## src/rtl/barrier_pkg.sv

```systemverilog
// Package: shared sizing helpers for the barrier unit.
// Assumes the participant count is at least 2.
package barrier_pkg;

    // Width of a tally that must hold values 0..n inclusive.
    function automatic int tally_width(input int n);
        return $clog2(n + 1);
    endfunction

endpackage

```

## src/rtl/barrier_slot.sv

```systemverilog
// Module: barrier_slot
// Per-agent state: a private sense bit and a waiting bit.
// An arrive strobe is accepted only while the agent is not waiting. Acceptance
// flips the sense and marks the agent waiting. The agent is released when its
// sense matches the global flag, and the release clears waiting.
// Assumes the global flag changes only when the whole group has enrolled.
module barrier_slot (
    input  logic clk,
    input  logic rst_n,
    input  logic arrive_i,
    input  logic flag_i,
    output logic accept_o,
    output logic release_o,
    output logic waiting_o,
    output logic sense_o
);

    logic sense_q;
    logic waiting_q;

    // Decide acceptance and release from the current state.
    always_comb begin
        accept_o  = arrive_i & ~waiting_q;
        release_o = waiting_q & (sense_q == flag_i);
    end

    // Flip the sense on entry; set waiting on entry and clear it on release.
    always_ff @(posedge clk) begin
        if (!rst_n) begin
            sense_q   <= 1'b0;
            waiting_q <= 1'b0;
        end else if (accept_o) begin
            sense_q   <= ~sense_q;
            waiting_q <= 1'b1;
        end else if (release_o) begin
            waiting_q <= 1'b0;
        end
    end

    assign waiting_o = waiting_q;
    assign sense_o   = sense_q;

endmodule

```

## src/rtl/barrier_tally.sv

```systemverilog
// Module: barrier_tally
// Shared arrival tally and global flag.
// Each cycle it adds the number of accepted strobes to the tally. When the sum
// reaches N it clears the tally and flips the flag to the sense that the
// completing agents have just taken.
// Assumes each agent is accepted at most once per round, so the sum never
// exceeds N.
module barrier_tally #(
    parameter int N = 4
) (
    input  logic         clk,
    input  logic         rst_n,
    input  logic [N-1:0] accept_i,
    output logic         flag_o
);
    import barrier_pkg::*;

    localparam int CW = tally_width(N);
    localparam int SW = CW + 1;

    logic [CW-1:0] tally_q;
    logic [SW-1:0] pop;
    logic [SW-1:0] sum;
    logic          flag_q;

    // Population count of the accepted strobes this cycle.
    always_comb begin
        pop = '0;
        for (int i = 0; i < N; i++) begin
            pop = pop + SW'(accept_i[i]);
        end
        sum = SW'(tally_q) + pop;
    end

    // Advance the tally; on completion clear it and flip the global flag.
    always_ff @(posedge clk) begin
        if (!rst_n) begin
            tally_q <= '0;
            flag_q  <= 1'b0;
        end else if (sum == SW'(N)) begin
            tally_q <= '0;
            flag_q  <= ~flag_q;
        end else begin
            tally_q <= sum[CW-1:0];
        end
    end

    assign flag_o = flag_q;

endmodule

```

## src/rtl/sense_barrier.sv

```systemverilog
// Module: sense_barrier (top)
// Centralised barrier for N agents that uses sense reversal. One slot per agent
// is built with a generate loop, and all slots share a single tally and flag.
// Assumes each agent strobes once per round. Extra strobes while waiting are
// ignored.
module sense_barrier #(
    parameter int N = 4
) (
    input  logic         clk,
    input  logic         rst_n,
    input  logic [N-1:0] arrive_i,
    output logic [N-1:0] release_o
);

    logic [N-1:0] accept;
    logic [N-1:0] waiting;
    logic [N-1:0] sense;
    logic         gflag;

    // One state slot per agent.
    for (genvar g = 0; g < N; g++) begin : g_slot
        barrier_slot u_slot (
            .clk       (clk),
            .rst_n     (rst_n),
            .arrive_i  (arrive_i[g]),
            .flag_i    (gflag),
            .accept_o  (accept[g]),
            .release_o (release_o[g]),
            .waiting_o (waiting[g]),
            .sense_o   (sense[g])
        );
    end

    barrier_tally #(.N(N)) u_tally (
        .clk      (clk),
        .rst_n    (rst_n),
        .accept_i (accept),
        .flag_o   (gflag)
    );

endmodule

```

## config.mk

```make
export PLATFORM = sky130hd
export DESIGN_NAME = sense_barrier
export DESIGN_NICKNAME = d
export VERILOG_FILES = /design/src/rtl/barrier_pkg.sv /design/src/rtl/barrier_slot.sv /design/src/rtl/barrier_tally.sv /design/src/rtl/sense_barrier.sv
export SDC_FILE = /design/constraint.sdc
export NUM_CORES = 1
export LEC_CHECK = 0
export BUFFER_PORTS_ARGS = -buffer_cell sky130_fd_sc_hd__clkbuf_2
export CAP_MARGIN = 10
export CELL_PAD_IN_SITES_DETAIL_PLACEMENT = 2
export CELL_PAD_IN_SITES_GLOBAL_PLACEMENT = 2
export CORE_MARGIN = 2
export CORE_UTILIZATION = 33
export CTS_BUF_LIST = sky130_fd_sc_hd__clkbuf_16
export DETAILED_ROUTE_END_ITERATION = 10
export PLACE_DENSITY = 0.72
export SYNTH_ARGS = -nofsm -noshare
export SYNTH_HDL_FRONTEND = slang
export SYNTH_SLANG_ARGS = --single-unit
export TNS_END_PERCENT = 10
```

## constraint.sdc

```tcl
create_clock -name clk -period 3.3 [get_ports clk]
set_input_delay 0.33 -clock clk [delete_from_list [all_inputs] [get_ports clk]]
set_output_delay 0.33 -clock clk [all_outputs]
set_load 0.02 [all_outputs]
```

==> summary.txt <==
MaxCap Viol Count - 0
Final wirelength - 1380 um
Worst Skew - 0.00144 ns
Post-synthesis adder-cell area fraction - 0.151
Distinct cells, synth - 23
Die W - 49.4 um
Rows - 16
Core area - 1940 um2
Total track usage - 0.141
Fin crit share - 0.907
Post-CTS Setup Repair Bufs - 0
Antenna violations before repair - 0
Hold Crit Class - in -> reg
Fmax - 334 MHz
Fin. Hold Viols - 0
Clock power frac - 0.312
Post-synthesis mux area share - 0.0147
Main combinational cell family by area after synthesis - simple AND/OR/NAND/NOR gates
Largest net degree at the start of global routing - 14
Syn avg cell area - 9.71 um2
Worst Path Class, Setup - reg -> reg
Most frequent cells in the layout - 12 x dfxtp_1, 9 x clkbuf_2, 8 x and2_1
Power per cell area - 872 nW/um2
Worst-Skew Late Latency - 0.24 ns
Die area - 2440 um2
Placed Instance Area - 719 um2
Minimum clock period - 2.99 ns
Die H - 49.4 um
Gate Count Post-Synth - 70
1st-iter DRT viols - 1
Worst slew margin - 0.808
Sequential share of the synthesized area - 0.354
Unrepaired setup endpoints after global routing - no
DRC - 0
Hold buffers post-CTS - 0
Inst Count DP - 100
Grt total ovfl - 0
YS warnings - 0
# nets final - 91
Vias in the first global route - 520
IO Port Bufs - 9
Leak - 0.366 nW
Commonest non-fill, non-tap cell in the layout - dfxtp_1
Slew Limit Fails - 0
Clk sinks - 12
Setup tns final - 0 ns
Global-route wire length before repair - 2450 um
Outcome - finished, final reports clean
Max FO, Critical Path - 3
Seq pwr share - 0.295
N_diodes - 0
Sw frac - 0.314
TritonCTS clock tree - yes
CTS buffer count - 3
Mapped cell area - 679 um2
Final setup vio count - 0
Clock-pin transition on the worst setup and hold timing paths - 0.04 ns
Synth Area in Compound Gates - 0.0773
Required time of the critical path - 3.47 ns
Syn nets - 83
Setup crit end kind - flip-flop
Area Growth Syn to Fin - 16.9%
IO Count - 10
H-tree depth - 1
Mean routed wirelength per cell - 13.4 um
Post-DP HPWL - 1010 um
Internal power - 0.475 mW
Simple-gate share of the synthesized area - 0.197
Worst VDD drop - 0.372 mV
Root buffer cell - clkbuf_16
CTS resizes - 0
Routed via count - 463
Starting Density - 0.350
Startpoint Class - flip-flop
GPL Wtd Cong - 0.694
Fillers - 227
Vias per inst - 4.50
Longest Clk Path Bufs - 2
Gate power share - 0.392
Non-Filler Instances - 103
Final Cell Area - 795 um2
Multi-input gate area - 378 um2
Worst Tran Pin Value - 0.288 ns
Seq. cell area - 240 um2
1st-pass router iterations - 3
Crit path arrival time - 3.16 ns
ANT nets after route - 0
Layout cells sized above 1 - 0.211
Synth Area in XOR/XNOR - 0.116
Yosys reg bits - 12
Total net switching power - 0.217 mW
==> path summary, 6_finish.rpt <==
| check | from | to | slack, ns | cells after the start |
|---|---|---|---|---|
| max | g_slot[1].u_slot.waiting_o | u_tally.flag_o | 0.31 | 11 |
| min | arrive_i[0] | g_slot[0].u_slot.waiting_o | 0.36 | 3 |
| max reg2reg | g_slot[1].u_slot.waiting_o | u_tally.flag_o | 0.31 | 11 |
| min reg2reg | g_slot[2].u_slot.waiting_o | g_slot[2].u_slot.waiting_o | 0.53 | 2 |
==> synthesized netlist by cell type (all sizes together) <==
master  count  area (um2)
dfxtp      12         240
and2        9        57.6
inv         6        22.5
buf         5        35.0
ha          5        62.6
xnor2       5        43.8
nor2        4        15.0
o21ai       4        20.0
xor2        4        35.0
nor2b       3        18.8
fa          2        40.0
nand2b      2        12.5
a211oi      1        12.5
a21o        1        15.0
a21oi       1        5.00
and2b       1        7.51
clkbuf      1        3.75
mux2i       1        10.0
nand2       1        3.75
nor3b       1        7.51
or3b        1        11.3
==> critical path, stage by stage (launching register included) <==
cell	delay (ns)
dfxtp_1	0.32
nor2b_1	0.26
ha_1	0.30
inv_1	0.08
fa_1	0.41
inv_1	0.07
ha_1	0.18
inv_1	0.07
fa_1	0.49
or3b_4	0.39
a211oi_2	0.17
mux2i_1	0.20
==> per-stage QoR <==
step | power, mW | hold WS, ns | worst slack [ns] | util
global placement | 0.465 | 0.516 | 0.310 | 0.370
CTS | 0.707 | 0.356 | 0.277 | 0.409
detailed placement | 0.479 | 0.537 | 0.257 | 0.370
floorplan | 0.433 | 0.477 | 0.557 | -
finish | 0.693 | 0.356 | 0.306 | 0.409
global route | 0.749 | 0.382 | 0.0896 | 0.409
==> state kept, by name, summed over array words and instances (netlist names) <==
name,count
u_tally.tally_q,3
g_slot.u_slot.sense_o,4
u_tally.flag_o,1
g_slot.u_slot.waiting_o,4
==> power groups by stage <==
stage	clock network, mW	logic (mW)	registers (mW)
after floorplan	0	0.238	0.195
after global placement	0	0.260	0.205
after detailed placement	0	0.272	0.207
after CTS	0.223	0.279	0.205
after global routing	0.230	0.311	0.209
final	0.216	0.272	0.205
==> kinds of logic (layout without fill, tap and decap cells) <==
kind of cell / Yosys count / after routing
buf+inv: 12 / 18
xor+xnor: 9 / 9
flops: 12 / 12
compound gates: 7 / 7
mux: 1 / 1
fa+ha+maj: 7 / 7
simple gates: 22 / 22
==> layout make-up <==
| cell class | instances | share of cell area |
|---|---|---|
| Sequential cell | 12 | 0.302 |
| Clock buffer | 3 | 0.0945 |
| Inverter | 6 | 0.0283 |
| Timing Repair Buffer | 9 | 0.0567 |
| Tap cell | 27 | 0.0425 |
| Multi-Input combinational cell | 46 | 0.476 |
==> metal layers <==
layer / share of wire / routed length (um) / global-route usage
met3: 0.042 / 58 / 0.0460
met4: 0.0087 / 12 / 0.0556
met1: 0.41 / 568 / 0.157
met2: 0.54 / 743 / 0.245
met5: 0 / 0 / 0
(Power assumes the default switching activity.)
